==> src/rtl/wpc_pkg.sv <==
package wpc_pkg;
    typedef enum logic [1:0] {
        ST_IDLE = 2'd0,
        ST_HOLD = 2'd1,
        ST_EMIT = 2'd2
    } wpc_state_e;
endpackage

==> src/rtl/wpc_delay_sel.sv <==
module wpc_delay_sel #(
    parameter int SHIFT_W = 3
) (
    input  logic               mfm_en,
    input  logic               early,
    input  logic               late,
    input  logic [SHIFT_W-1:0] code,
    output logic [SHIFT_W:0]   delay_o
);
    localparam int DW = SHIFT_W + 1;
    localparam logic [DW-1:0] NOMINAL = DW'((1 << SHIFT_W) - 1);

    logic [DW-1:0] step;
    assign step = {1'b0, code};

    always_comb begin
        delay_o = NOMINAL;
        if (mfm_en && early && !late) begin
            delay_o = NOMINAL - step;
        end else if (mfm_en && late && !early) begin
            delay_o = NOMINAL + step;
        end
    end
endmodule

==> src/rtl/wpc_pulse_fsm.sv <==
module wpc_pulse_fsm
    import wpc_pkg::*;
#(
    parameter int CNT_W   = 4,
    parameter int PULSE_W = 2
) (
    input  logic             clk,
    input  logic             rst_n,
    input  logic             trig,
    input  logic [CNT_W-1:0] delay,
    output logic             pulse_o,
    output logic             idle_o
);
    localparam logic [CNT_W-1:0] WIDTH_LAST = CNT_W'(PULSE_W - 1);

    wpc_state_e       state_q, state_d;
    logic [CNT_W-1:0] cnt_q, cnt_d;

    always_comb begin
        state_d = state_q;
        cnt_d   = cnt_q;
        unique case (state_q)
            ST_IDLE: begin
                if (trig) begin
                    state_d = ST_HOLD;
                    cnt_d   = delay;
                end
            end
            ST_HOLD: begin
                if (cnt_q == '0) begin
                    state_d = ST_EMIT;
                    cnt_d   = WIDTH_LAST;
                end else begin
                    cnt_d = cnt_q - 1'b1;
                end
            end
            ST_EMIT: begin
                if (cnt_q == '0) begin
                    state_d = ST_IDLE;
                end else begin
                    cnt_d = cnt_q - 1'b1;
                end
            end
            default: begin
                state_d = ST_IDLE;
                cnt_d   = '0;
            end
        endcase
    end

    always_ff @(posedge clk) begin
        if (!rst_n) begin
            state_q <= ST_IDLE;
            cnt_q   <= '0;
        end else begin
            state_q <= state_d;
            cnt_q   <= cnt_d;
        end
    end

    always_comb begin
        pulse_o = (state_q == ST_EMIT);
        idle_o  = (state_q == ST_IDLE);
    end

    AST_HOLD_COUNTDOWN: assert property (@(posedge clk) disable iff (!rst_n)
        (state_q == ST_HOLD && $past(state_q) == ST_HOLD) |-> (cnt_q == $past(cnt_q) - 1'b1));
    AST_PULSE_MIN_WIDTH: assert property (@(posedge clk) disable iff (!rst_n)
        $rose(pulse_o) |=> pulse_o);
    AST_EMIT_FROM_HOLD: assert property (@(posedge clk) disable iff (!rst_n)
        $rose(pulse_o) |-> $past(state_q) == ST_HOLD);
endmodule

==> src/rtl/wpc_wclk_gen.sv <==
module wpc_wclk_gen #(
    parameter int DIV = 32,
    parameter int HI  = 4
) (
    input  logic clk,
    input  logic rst_n,
    output logic wclk_o
);
    localparam int CW = $clog2(DIV);
    localparam logic [CW-1:0] LAST = CW'(DIV - 1);
    localparam logic [CW-1:0] HI_C = CW'(HI);

    logic [CW-1:0] cnt_q;
    logic          wclk_q;

    always_ff @(posedge clk) begin
        if (!rst_n) begin
            cnt_q  <= '0;
            wclk_q <= 1'b0;
        end else begin
            wclk_q <= (cnt_q < HI_C);
            cnt_q  <= (cnt_q == LAST) ? '0 : cnt_q + 1'b1;
        end
    end

    assign wclk_o = wclk_q;

    AST_WCLK_PHASE: assert property (@(posedge clk) disable iff (!rst_n)
        $rose(wclk_q) |-> (cnt_q == CW'(1)));
endmodule

==> src/rtl/wpc_shifter.sv <==
module wpc_shifter
    import wpc_pkg::*;
#(
    parameter int SHIFT_W  = 3,
    parameter int PULSE_W  = 2,
    parameter int WCLK_DIV = 32,
    parameter int WCLK_HI  = 4
) (
    input  logic               clk,
    input  logic               rst_n,
    input  logic               wr_data_in,
    input  logic               early_in,
    input  logic               late_in,
    input  logic               mfm_en,
    input  logic [SHIFT_W-1:0] shift_code,
    output logic               wr_data_out,
    output logic               wr_clk_out
);
    localparam int DW    = SHIFT_W + 1;
    localparam int CNT_W = (DW > $clog2(PULSE_W + 1)) ? DW : $clog2(PULSE_W + 1);
    localparam logic [DW-1:0] NOMINAL = DW'((1 << SHIFT_W) - 1);

    logic          din_q;
    logic          rise;
    logic          idle;
    logic [DW-1:0] delay;

    always_ff @(posedge clk) begin
        if (!rst_n) begin
            din_q <= 1'b0;
        end else begin
            din_q <= wr_data_in;
        end
    end

    assign rise = wr_data_in && !din_q;

    wpc_delay_sel #(.SHIFT_W(SHIFT_W)) u_sel (
        .mfm_en  (mfm_en),
        .early   (early_in),
        .late    (late_in),
        .code    (shift_code),
        .delay_o (delay)
    );

    wpc_pulse_fsm #(.CNT_W(CNT_W), .PULSE_W(PULSE_W)) u_fsm (
        .clk     (clk),
        .rst_n   (rst_n),
        .trig    (rise),
        .delay   (CNT_W'(delay)),
        .pulse_o (wr_data_out),
        .idle_o  (idle)
    );

    wpc_wclk_gen #(.DIV(WCLK_DIV), .HI(WCLK_HI)) u_wclk (
        .clk    (clk),
        .rst_n  (rst_n),
        .wclk_o (wr_clk_out)
    );

    AST_FM_NOMINAL: assert property (@(posedge clk) disable iff (!rst_n)
        (rise && idle && !mfm_en) |-> (delay == NOMINAL));
    AST_BOTH_NOMINAL: assert property (@(posedge clk) disable iff (!rst_n)
        (rise && idle && early_in && late_in) |-> (delay == NOMINAL));
    AST_DELAY_RANGE: assert property (@(posedge clk) disable iff (!rst_n)
        (rise && idle) |-> (delay <= DW'(2 * ((1 << SHIFT_W) - 1))));
endmodule

==> config.mk <==
export PLATFORM = sky130hd
export DESIGN_NAME = wpc_shifter
export DESIGN_NICKNAME = d
export VERILOG_FILES = /design/src/rtl/wpc_pkg.sv /design/src/rtl/wpc_delay_sel.sv /design/src/rtl/wpc_pulse_fsm.sv /design/src/rtl/wpc_wclk_gen.sv /design/src/rtl/wpc_shifter.sv
export SDC_FILE = /design/constraint.sdc
export NUM_CORES = 1
export LEC_CHECK = 0
export CAP_MARGIN = 20
export CORE_MARGIN = 5
export CORE_UTILIZATION = 55
export CTS_CLUSTER_DIAMETER = 150
export DETAILED_ROUTE_END_ITERATION = 8
export HOLD_SLACK_MARGIN = 0.06
export PLACE_DENSITY_LB_ADDON = 0.3
export SLEW_MARGIN = 20
export SYNTH_ARGS = -nofsm -noshare
export SYNTH_HDL_FRONTEND = slang
export SYNTH_SLANG_ARGS = --single-unit
==> constraint.sdc <==
create_clock -name clk -period 3.8 [get_ports clk]
set_input_delay 0.57 -clock clk [delete_from_list [all_inputs] [get_ports clk]]
set_output_delay 0.57 -clock clk [all_outputs]
set_load 0.03 [all_outputs]
==> results.py <==
metrics = {
    "outcome": {
        "status": "finished clean",
    },
    "setup_path": {
        "startpoint_class_of_the_critical_path": "flip-flop",
        "worst_path_largest_cell_delay_ns": 0.68,
        "critical_path_class": "flip-flop to primary output",
        "ff2ff_path_depth": 6,
        "critical_path.reg2reg.startpoint": "u_fsm.cnt_q[1]$_SDFFE_PN0P_",
        "crit_path_top_delay_cell": "sky130_fd_sc_hd__clkdlybuf4s50_1",
        "worstPathRequired_ns": 3.23,
        "cp_max_fo": 12,
        "cells_along_the_critical_path": "nor2b_1, clkdlybuf4s50_1",
        "data_arrival_time_of_the_critical_path_ns": 1.70,
        "reg2reg_slack_ns": 1.98,
        "worst_setup_path_end_kind": "primary output",
        "r2r_end": "u_fsm.cnt_q[1]$_SDFFE_PN0P_",
    },
    "grt": {
        "grt.overflow.total": 0,
        "grt_pass1_wl_mm": 2.58,
        "number_of_global_route_vias_before_repair": 608,
        "track_usage_pct": 16.4,
        "largest_net_degree_at_the_start_of_global_routing": 15,
        "antenna_found_initial": 0,
    },
    "final_layout": {
        "most_frequent_cells_in_the_layout": "13 x sky130_fd_sc_hd__dfxtp_1, 10 x sky130_fd_sc_hd__nor2_1, 10 x sky130_fd_sc_hd__clkdlybuf4s50_1",
        "final_layout_size_suffix_gt1_share_pct": 4.76,
        "syn2layout_area_growth_pct": 17.9,
        "final_core_util_pct": 68.9,
        "n_antenna_cell": 0,
        "num-fill-cells": 110,
        "mostFrequentLayoutCell": "sky130_fd_sc_hd__dfxtp_1",
        "layout.nets": 120,
    },
    "route": {
        "wl_mm": 1.55,
        "detailroute.via_count": 684,
        "wire_per_inst_um": 12.9,
        "firstDrtPassIters": 4,
        "drt_drc_violations_left": 0,
        "drt.antenna.violating_nets": 0,
        "initial_drt_markers": 9,
        "avgViaCountPerCell": 5.70,
    },
    "power_and_ir_drop": {
        "combPwrFrac_pct": 28.1,
        "static-leakage-power_nw": 0.365,
        "clockPowerShare_pct": 24.1,
        "netSwitchingFraction_pct": 31.7,
        "worst_case_vdd_ir_drop_v": 0.000345,
        "power.internal_uw": 238,
        "power_density_mw_per_mm2": 383,
        "sw_pwr_uw": 110,
        "pwr-share-seq_pct": 47.8,
    },
    "floorplanning": {
        "core_region_area_mm2": 0.00132,
        "core.rowCount": 13,
        "dieArea_mm2": 0.00225,
        "die_w_um": 47.4,
        "pin_count": 11,
        "initial_standard_cell_utilization_of_the_core_pct": 58.5,
        "height_of_the_die_um": 47.4,
    },
    "sta": {
        "finalCritPeriodShare_pct": 59.8,
        "final_max_slew_viol_count": 0,
        "timing.clock.skew_ns": 0.00197,
        "clock.fmax_ghz": 0.440,
        "worst_slew_pin_slew_ns": 0.552,
        "hold_violations": 0,
        "period_needed_ns": 2.27,
        "fin_tns_setup_ns": 0,
        "rsz0062_at_grt": "false",
        "timing.final.setup_violations": 0,
        "slew_limit_headroom_pct": 63.1,
    },
    "yosys": {
        "postSynthCellCount": 93,
        "synth_nets": 107,
        "synth_seq_cells": 13,
        "post_synth_instance_area_um2": 771,
        "seq_area_frac_synth_pct": 33.8,
        "synth_edf_count": 0,
        "synthesis.area_per_instance_um2": 8.29,
        "synth_async_sr_flop_share_pct": 0,
        "ys_dominant_reg_cell": "sky130_fd_sc_hd__dfxtp_1",
        "yosysUniqueCellTypes": 32,
        "synth_warnings": 0,
    },
    "place": {
        "port_buffers": 10,
        "place_hpwl_mm": 1.10,
        "gp_congestion": 0.773,
    },
    "clocking": {
        "hold_buffers": 0,
        "cts_max_path_buffers": 2,
        "clk_pin_slew_worst_paths_ns": 0.08,
        "cts_setup_buffers": 0,
        "clk-insertion-delay-late_ns": 0.27,
        "cts-htree-levels": 1,
        "tritoncts": "yes",
        "root_buffer": "sky130_fd_sc_hd__clkbuf_4",
        "tritoncts.num_buffers": 3,
        "cts.repair.resized": 0,
        "clock_sink_count": 13,
    },
    "flow_run": {
        "maxCapViolations": 0,
    },
    "min_path": {
        "worst_hold_path.num_cells": 1,
        "holdCritStartpoint": "u_wclk.cnt_q[4]$_SDFF_PP0_",
        "min_delay_worst_endpoint": "u_wclk.wclk_o$_SDFF_PN0_",
        "worstHoldPathType": "flip-flop to flip-flop",
    },
}
worst max-delay path by stage:
stage | startpoint | to | slack, ns | depth (start not counted)
after floorplan | u_fsm.cnt_q[1]$_SDFFE_PN0P_ | u_fsm.cnt_q[1]$_SDFFE_PN0P_ | 2.18 | 6
after global placement | u_fsm.state_q[1]$_SDFFE_PN0P_ | wr_data_out | 1.84 | 2
after detailed placement | shift_code[0] | u_fsm.cnt_q[2]$_SDFFE_PN0P_ | 1.82 | 7
after CTS | u_fsm.state_q[1]$_SDFFE_PN0P_ | wr_data_out | 1.52 | 2
after global routing | u_fsm.state_q[1]$_SDFFE_PN0P_ | wr_data_out | 1.43 | 2
final | u_fsm.state_q[1]$_SDFFE_PN0P_ | wr_data_out | 1.53 | 2
cell usage after synthesis (2+ instances only):
library cell	count	area share [%]
sky130_fd_sc_hd__a21oi_1	7	4.5
sky130_fd_sc_hd__a22o_1	2	2.3
sky130_fd_sc_hd__and3_1	2	1.6
sky130_fd_sc_hd__clkbuf_1	2	0.97
sky130_fd_sc_hd__dfxtp_1	13	34
sky130_fd_sc_hd__ha_1	5	8.1
sky130_fd_sc_hd__inv_1	6	2.9
sky130_fd_sc_hd__nand2_1	6	2.9
sky130_fd_sc_hd__nand2b_1	4	3.2
sky130_fd_sc_hd__nand3_1	2	1.3
sky130_fd_sc_hd__nand3b_1	3	2.9
sky130_fd_sc_hd__nor2_1	10	4.9
sky130_fd_sc_hd__nor2b_1	5	4.1
sky130_fd_sc_hd__nor3b_1	2	1.9
sky130_fd_sc_hd__nor4b_1	2	2.3
sky130_fd_sc_hd__o211ai_1	2	1.9
sky130_fd_sc_hd__o21ai_0	2	1.3
sky130_fd_sc_hd__o31ai_1	2	1.9
sky130_fd_sc_hd__xnor2_1	3	3.4
metal layers:
metal	global-route usage, %	share of wire, %
met4	6.63	1.2
met3	4.89	7.2
met5	0	0
met2	27.5	47
met1	19.5	45
state kept, by name (all words and copies together), names as in the netlist:
signal / count
u_wclk.cnt_q: 5
u_wclk.wclk_o: 1
u_fsm.state_q: 2
din_q: 1
u_fsm.cnt_q: 4
power by group through the flow:
| stage | registers, mW | clock network (mW) | logic, mW |
|---|---|---|---|
| after global placement | 0.168 | 0 | 0.0944 |
| final | 0.166 | 0.0839 | 0.0978 |
| after floorplan | 0.163 | 0 | 0.0736 |
| after global routing | 0.169 | 0.0913 | 0.111 |
| after CTS | 0.166 | 0.0863 | 0.0985 |
| after detailed placement | 0.169 | 0 | 0.0977 |
worst max-delay path: cells and delay by family (launching register included):
| family | cells | cell delay (ns) |
|---|---|---|
| flops | 1 | 0.54 |
| buf+inv | 1 | 0.68 |
| simple gates | 1 | 0.20 |
layout make-up:
cell class / instances / area [um2] / area share [%]
clock buffers: 4 / 26.3 / 2.89
inverters: 6 / 22.5 / 2.48
multi-input cells: 72 / 480 / 52.9
flip-flops and latches: 13 / 260 / 28.7
well taps: 15 / 18.8 / 2.07
repair buffers: 10 / 100 / 11.0
kinds of logic (layout without fill, tap and decap cells):
family,after synthesis,after routing,share of synthesized area [%]
simple gates,42,42,31.2
compound gates,21,21,18.5
flops,13,13,33.8
buf+inv,8,20,3.90
fa+ha+maj,5,5,8.12
xor+xnor,4,4,4.55
per-stage QoR:
stage                     std cells  power, mW  hold WS (ns)  area, um2  setup WS [ns]
after floorplan                  93      0.236         0.405        771           2.18
after global placement          116      0.263         0.423        882           1.84
after detailed placement        116      0.266         0.419        882           1.82
after CTS                       120      0.350         0.430        908           1.52
after global routing            120      0.371         0.445        908           1.43
final                           120      0.348         0.433        908           1.53
Note: power is estimated with default switching activity, not from simulation.
